===== src/rtl/mii_tx_pkg.sv =====
package mii_tx_pkg;
  typedef enum logic [2:0] {
    ST_IDLE,
    ST_PRE,
    ST_LO,
    ST_HI,
    ST_ABT,
    ST_GAP
  } tx_state_t;

  localparam logic [3:0] SYNC_NIB  = 4'h5;
  localparam logic [3:0] DELIM_NIB = 4'hD;
  localparam logic [3:0] ZERO_NIB  = 4'h0;
endpackage


===== src/rtl/mii_tx_gap.sv =====
module mii_tx_gap #(
  parameter int IFG = 24
) (
  input  logic clk,
  input  logic rst,
  input  logic in_gap,
  output logic gap_last
);
  localparam int GW = (IFG > 1) ? $clog2(IFG) : 1;

  logic [GW-1:0] cnt;

  always_ff @(posedge clk) begin
    if (rst || !in_gap) begin
      cnt <= '0;
    end else begin
      cnt <= cnt + GW'(1);
    end
  end

  assign gap_last = in_gap && (cnt == GW'(IFG - 1));
endmodule


===== src/rtl/mii_tx_seq.sv =====
module mii_tx_seq
  import mii_tx_pkg::*;
#(
  parameter int PRE_BYTES = 7
) (
  input  logic       clk,
  input  logic       rst,
  input  logic [7:0] in_data,
  input  logic       in_valid,
  input  logic       in_last,
  input  logic       in_err,
  input  logic       gap_last,
  output logic       in_ready,
  output logic       in_gap,
  output logic       nx_en,
  output logic       nx_er,
  output logic [3:0] nx_d
);
  localparam int PRE_NIBBLES = 2 * (PRE_BYTES + 1);
  localparam int PW = $clog2(PRE_NIBBLES);
  localparam logic [PW-1:0] LAST_PRE = PW'(PRE_NIBBLES - 1);

  tx_state_t     state, st_n;
  logic [PW-1:0] cnt, cnt_n;
  logic [3:0]    hold_hi;
  logic          hold_er;
  logic          hold_last;
  logic          take;

  assign in_ready = ((state == ST_PRE) && (cnt == LAST_PRE)) ||
                    ((state == ST_HI) && !hold_last);
  assign in_gap   = (state == ST_GAP);

  always_comb begin
    st_n  = state;
    cnt_n = cnt;
    take  = 1'b0;
    nx_en = 1'b0;
    nx_er = 1'b0;
    nx_d  = ZERO_NIB;
    case (state)
      ST_IDLE: begin
        if (in_valid) begin
          st_n  = ST_PRE;
          cnt_n = '0;
          nx_en = 1'b1;
          nx_d  = SYNC_NIB;
        end
      end
      ST_PRE: begin
        if (cnt != LAST_PRE) begin
          cnt_n = cnt + PW'(1);
          nx_en = 1'b1;
          nx_d  = ((cnt + PW'(1)) == LAST_PRE) ? DELIM_NIB : SYNC_NIB;
        end
      end
      ST_LO: begin
        st_n  = ST_HI;
        nx_en = 1'b1;
        nx_er = hold_er;
        nx_d  = hold_hi;
      end
      ST_HI: begin
        if (hold_last) begin
          st_n = ST_GAP;
        end
      end
      ST_ABT: begin
        if (cnt == '0) begin
          cnt_n = PW'(1);
          nx_en = 1'b1;
          nx_er = 1'b1;
        end else begin
          st_n = ST_GAP;
        end
      end
      ST_GAP: begin
        if (gap_last) begin
          if (in_valid) begin
            st_n  = ST_PRE;
            cnt_n = '0;
            nx_en = 1'b1;
            nx_d  = SYNC_NIB;
          end else begin
            st_n = ST_IDLE;
          end
        end
      end
      default: st_n = ST_IDLE;
    endcase

    if (in_ready) begin
      if (in_valid) begin
        take  = 1'b1;
        st_n  = ST_LO;
        nx_en = 1'b1;
        nx_er = in_err;
        nx_d  = in_data[3:0];
      end else begin
        st_n  = ST_ABT;
        cnt_n = '0;
        nx_en = 1'b1;
        nx_er = 1'b1;
        nx_d  = ZERO_NIB;
      end
    end
  end

  always_ff @(posedge clk) begin
    if (rst) begin
      state     <= ST_IDLE;
      cnt       <= '0;
      hold_hi   <= '0;
      hold_er   <= 1'b0;
      hold_last <= 1'b0;
    end else begin
      state <= st_n;
      cnt   <= cnt_n;
      if (take) begin
        hold_hi   <= in_data[7:4];
        hold_er   <= in_err;
        hold_last <= in_last;
      end
    end
  end
endmodule


===== src/rtl/mii_tx_out.sv =====
module mii_tx_out #(
  parameter int NW = 4
) (
  input  logic          clk,
  input  logic          rst,
  input  logic          nx_en,
  input  logic          nx_er,
  input  logic [NW-1:0] nx_d,
  output logic          tx_en,
  output logic          tx_er,
  output logic [NW-1:0] txd
);
  always_ff @(posedge clk) begin
    if (rst) begin
      tx_en <= 1'b0;
      tx_er <= 1'b0;
      txd   <= '0;
    end else begin
      tx_en <= nx_en;
      tx_er <= nx_en & nx_er;
      txd   <= nx_en ? nx_d : '0;
    end
  end
endmodule


===== src/rtl/mii_tx_encap.sv =====
module mii_tx_encap #(
  parameter int IFG       = 24,
  parameter int PRE_BYTES = 7
) (
  input  logic       clk,
  input  logic       rst,
  input  logic [7:0] in_data,
  input  logic       in_valid,
  input  logic       in_last,
  input  logic       in_err,
  output logic       in_ready,
  output logic [3:0] txd,
  output logic       tx_en,
  output logic       tx_er
);
  logic       in_gap;
  logic       gap_last;
  logic       nx_en;
  logic       nx_er;
  logic [3:0] nx_d;

  mii_tx_seq #(.PRE_BYTES(PRE_BYTES)) u_seq (
    .clk      (clk),
    .rst      (rst),
    .in_data  (in_data),
    .in_valid (in_valid),
    .in_last  (in_last),
    .in_err   (in_err),
    .gap_last (gap_last),
    .in_ready (in_ready),
    .in_gap   (in_gap),
    .nx_en    (nx_en),
    .nx_er    (nx_er),
    .nx_d     (nx_d)
  );

  mii_tx_gap #(.IFG(IFG)) u_gap (
    .clk      (clk),
    .rst      (rst),
    .in_gap   (in_gap),
    .gap_last (gap_last)
  );

  mii_tx_out #(.NW(4)) u_out (
    .clk   (clk),
    .rst   (rst),
    .nx_en (nx_en),
    .nx_er (nx_er),
    .nx_d  (nx_d),
    .tx_en (tx_en),
    .tx_er (tx_er),
    .txd   (txd)
  );
endmodule


===== config.mk =====
export PLATFORM = sky130hd
export DESIGN_NAME = mii_tx_encap
export DESIGN_NICKNAME = d
export VERILOG_FILES = /design/src/rtl/mii_tx_pkg.sv /design/src/rtl/mii_tx_gap.sv /design/src/rtl/mii_tx_seq.sv /design/src/rtl/mii_tx_out.sv /design/src/rtl/mii_tx_encap.sv
export SDC_FILE = /design/constraint.sdc
export NUM_CORES = 1
export LEC_CHECK = 0
export BUFFER_PORTS_ARGS = -buffer_cell sky130_fd_sc_hd__buf_2
export CORE_UTILIZATION = 28
export CTS_CLUSTER_DIAMETER = 200
export DETAILED_ROUTE_END_ITERATION = 12
export PLACE_DENSITY = 0.53
export SLEW_MARGIN = 20
export SYNTH_ARGS = -nofsm -noshare
export SYNTH_HDL_FRONTEND = slang
export SYNTH_HIERARCHICAL = 1
export SYNTH_SLANG_ARGS = --single-unit

===== constraint.sdc =====
create_clock -name clk -period 2.7 [get_ports clk]
set_input_delay 0.405 -clock clk [delete_from_list [all_inputs] [get_ports clk]]
set_output_delay 0.405 -clock clk [all_outputs]
set_load 0.005 [all_outputs]

Word-level counts from Yosys, hierarchy flattened --
Index checks and enable logic that the tools add are counted. W data, S select, Z words.
Cells by class: add/subtract/negate cells 2, equality and inequality tests 14, mux-type cells 32, bitwise operators 2, reductions and logical operators 11
Operator list (number):
- $mux W4 | 10
- $pmux W4 S4 | 2
- $mux W3 | 8
- $pmux W3 S6 | 1
- $mux W1 | 9
- $ne A3 B3 Y1 const B | 3
- $eq A4 B4 Y1 const B | 2
- $eq A3 B2 Y1 const B | 2
- $eq A3 B3 Y1 const B | 2
- $add A5 B1 Y5 const B | 1
- $eq A5 B5 Y1 const B | 1
- $pmux W1 S5 | 1
- $reduce_and A5 Y1 | 1
- $add A4 B1 Y4 const B | 1
- $logic_not A4 Y1 | 1
- $ne A4 B4 Y1 const B | 1
- $eq A3 B1 Y1 const B | 1
- $logic_and A1 B1 Y1 | 3
- $logic_not A3 Y1 | 1
- $ne A3 B2 Y1 const B | 1
- $logic_not A1 Y1 | 2
- $logic_or A1 B1 Y1 | 2
- $ne A2 B2 Y1 const B | 1
- $pmux W1 S2 | 1
- other kinds (3) | 3
Storage, ports and cells: bits in registers 24, input port bits 13, logic and storage cells 70

Depth between registers and ports, before layout --
word-level depth 7, depth in mapped cells 10, depth with buffers taken out 9

By module --
The synthesis kept the hierarchy.
By module, submodules not included:
- mii_tx_seq | instances 1, cells an instance 104, area an instance 883.3 sq um
- mii_tx_gap | instances 1, cells an instance 22, area an instance 216.5 sq um
- mii_tx_out | instances 1, cells an instance 12, area an instance 170.2 sq um

Least setup slack after synthesis --
No wires, ideal clock.
path kind flip-flop to flip-flop, start point reg u_seq.state[2], end point reg u_out.txd[0], library setup time 0.116 ns, data arrival time 1.990 ns, data required time 2.584 ns, setup slack 0.595 ns, cell stages (with the launch flop) 11, path buffers 1, clock period less this slack 2.105 ns, cell sequence dfxtp_1 buf_2 nor2b_1 and2_1 nand4_1 nor2_1 and3_1 o21ai_1 a21oi_1 or4_1 and3b_1
Between the ends: cells in the longest elaborated chain, start to end 7
RTL lines:
- from (decl) | line mii_tx_seq.sv:23 | tx_state_t state, st_n;
- from (signal assigned) | line mii_tx_seq.sv:117 | state <= st_n;
- $eq A3 B3 Y1 | line mii_tx_seq.sv:32 | assign in_gap = (state == ST_GAP);
- named net in_gap | line mii_tx_encap.sv:16 | logic in_gap;
- $logic_and A1 B1 Y1 | line mii_tx_gap.sv:21 | assign gap_last = in_gap && (cnt == GW'(IFG - 1));
- named net gap_last | line mii_tx_encap.sv:17 | logic gap_last;
- $mux W1 | line mii_tx_seq.sv:78 | if (gap_last) begin
- $pmux W1 S5 | line mii_tx_seq.sv:41 | case (state)
- $mux W1 | line mii_tx_seq.sv:92 | if (in_ready) begin
- named net nx_en | line mii_tx_encap.sv:18 | logic nx_en;
- $not A1 Y1 (no source line)
- $reduce_or A2 Y1 (no source line)
- to (signal assigned) | line mii_tx_out.sv:21 | txd <= nx_en ? nx_d : '0;
- to (decl) | line mii_tx_out.sv:11 | output logic [NW-1:0] txd
The timed path passes the listed nets, and every way through them passes these cells. A chain may end at the register's enable or synchronous reset.

Final worst setup path --
start point reg u_seq.state[1], end point reg u_out.txd[1]
The elaborated chain is that of the path after synthesis.

==> impl_metrics.toml <==
[synth]
ys_ff_latch = 24
synth-edff-count = 0
synth_area_um2 = 1270
ys_seq_area_share_pct = 37.8
synth_top_area_cell = "dfxtp_1"
netlist_instances = 138
synth.area.top_cells = "dfxtp_1 38%, mux2i_1 6.3%, nor2_1 4.1%"
ys_warn_count = 6
postSynth.asyncResetShare_pct = 0
synth.avg_cell_area_um2 = 9.20
synth_top_area_share_pct = 37.8
ys.flop_type = "dfxtp_1"
post_synth_num_cell_types = 42
syn_nets = 155

[critical_path]
end_kind = "register"
start_kind = "register"
worstPathArrival_ns = 2.58
required_ns = 2.87
crit_fanout = 11
path_class = "register to register"

[global_routing]
antenna_found_initial = 0
grt_max_degree = 22
grt_pass1_wl_um = 4880
grt_pass1_vias = 1052
grt_remaining_overflow = 0
grtUsageTotal_pct = 12.6

[power]
powerDensity_nw_per_um2 = 513
ir_drop_mv = 0.200
leakagePower_nw = 0.626

[hold_path]
min_path_type = "input port to register"

[clock_network]
htree_levels = 1
root_buffer = "clkbuf_8"
cts.sinks = 24
clock_path_buffers = 2
cts_buffers = 3
clk_latency_ns = 0.27
hold_buffers = 0
tritoncts = "built"
cts.clk_slew.worst_paths_ns = 0.09
cts_resized = 0
cts_setup_buffers = 0

[timing]
setup_tns_ns = 0
rsz0062_at_grt = "no"
hold_violations = 0
slew_headroom_pct = 71.9
layout_min_cycle_time_ns = 2.41
timing.fmax_mhz = 415
worst_pin_slew_ns = 0.421
fin_crit_sh_pct = 89.3
finalSetupViolCount = 0
clock_skew_ns = 0.00198
drv_slew = 0

[place]
port_buffers = 19
hpwlAfterDp_um = 2120
gp_congestion = 0.882

[drt]
vias_per_cell = 5.12
first_iter_violations = 22
wirelength_um = 2890
routedWlPerCell_um = 14.0
vias = 1060
postRouteAntennaNets = 0
drc = 0
dr.pass1.iters = 4

[floorplanning]
dieArea_um2 = 4810
die_w_um = 69.3
io_pins = 20
coreArea_um2 = 4350
die_y_um = 69.3
start_util_pct = 29.2
rows = 24

[finish]
drive_above_1_share_pct = 21.9
seq_area_um2 = 480
multiInputGateArea_um2 = 716
antennaDiodeCount = 0
final_util_pct = 33.6
fill_cells = 442
area_growth_pct = 15.4
fin_nets = 173

[flow_run]
drv_cap = 0

[status]
status = "complete, no violations"
==> synthesized netlist by cell type, types with 2 or more instances <==
cell type	number
a211oi_1	3
a21oi_1	8
a221o_1	4
a31oi_1	4
and2_1	3
and3b_1	5
buf_2	5
buf_6	2
dfxtp_1	24
ha_1	4
inv_1	6
mux2i_1	8
nand2_1	3
nand2b_1	2
nand3_1	4
nand3b_1	3
nor2_1	14
nor2_2	2
nor2b_1	3
nor3_1	7
o21ai_1	2
or3b_1	2
==> routing by layer <==
| metal | part of all wire, % | vias up | GRT usage [%] |
|---|---|---|---|
| met1 | 47 | 506 | 15.7 |
| met2 | 49 | 17 | 21.4 |
| met5 | 0 | - | 0 |
| li1 | - | 532 | - |
| met4 | 1.7 | 0 | 5.67 |
| met3 | 2.3 | 5 | 1.89 |
==> metrics by stage <==
stage	hold slack (ns)	power [mW]	std cells	setup slack [ns]	cell area, um^2
6_report	0.362	0.752	207	0.288	1470
3_5_place_dp	0.457	0.434	203	0.322	1390
3_3_place_gp	0.428	0.432	203	0.410	1390
5_1_grt	0.362	0.784	207	0.140	1470
4_1_cts	0.358	0.758	207	0.320	1470
2_1_floorplan	0.418	0.408	138	0.595	1270
==> power breakdown <==
part | total [mW] | internal (mW) | switching, mW
Sequential | 0.366 | 0.360 | 0.00629
Combinational | 0.0609 | 0.0273 | 0.0336
Clock | 0.325 | 0.198 | 0.126
==> layout make-up <==
cell class | count | share of cell area [%]
Clock buffer | 3 | 2.82
Tap cell | 52 | 4.44
Sequential cell | 24 | 32.8
Multi-Input combinational cell | 100 | 48.8
Timing Repair Buffer | 21 | 7.51
Inverter | 6 | 1.54
Clock inverter | 1 | 2.05
==> cells by family after synthesis <==
kind of cell,count (synthesis),synth area share [%]
AO/OA/AOI/OAI,30,17.1
XOR/XNOR,1,0.690
adder cells (fa/ha/maj),4,3.94
buffers and inverters,14,5.81
flip-flops,24,37.8
multiplexers,9,7.19
AND/OR/NAND/NOR,56,27.4
==> path summary, 6_finish.rpt <==
check / to / cells past startpoint / slack (ns) / from
min: u_seq/hold_hi[0] / 3 / 0.36 / in_data[4]
max reg2reg: u_out/txd[1] / 9 / 0.29 / u_seq/state[1]
max: u_out/txd[1] / 9 / 0.29 / u_seq/state[1]
min reg2reg: u_gap/cnt[0] / 1 / 0.47 / u_gap/cnt[0]
==> flip-flops by register name, indices dropped and copies added (netlist names) <==
| register | flops |
|---|---|
| u_seq/hold_last | 1 |
| u_seq/state | 3 |
| u_out/tx_en | 1 |
| u_out/tx_er | 1 |
| u_seq/hold_er | 1 |
| u_gap/cnt | 5 |
| u_out/txd | 4 |
| u_seq/hold_hi | 4 |
| u_seq/cnt | 4 |
==> worst max-delay path, cell delays in order, from the launching register on <==
cell     delay, ns
dfxtp_1       0.56
nor2b_1       0.12
and2_1        0.22
nand4_1       0.11
nor2_1        0.06
and3_1        0.16
o21ai_1       0.13
a21oi_1       0.14
or4_1         0.58
and3b_1       0.23
==> placed cells by master (no fill, tap or decap), types with 2 or more instances in the layout <==
| master | n |
|---|---|
| a31oi_1 | 4 |
| nand3_1 | 4 |
| and2_1 | 3 |
| nand2b_1 | 2 |
| ha_1 | 4 |
| mux2i_1 | 8 |
| dfxtp_1 | 24 |
| inv_1 | 6 |
| nand2_1 | 3 |
| a21oi_1 | 8 |
| buf_2 | 19 |
| nor2_2 | 2 |
| clkbuf_8 | 3 |
| nand3b_1 | 3 |
| nor3_1 | 7 |
| and3b_1 | 5 |
| nor2b_1 | 3 |
| a221o_1 | 4 |
| buf_4 | 2 |
| a211oi_1 | 3 |
| o21ai_1 | 2 |
| nor2_1 | 14 |
| or3b_1 | 2 |
(Power assumes the default switching activity.)
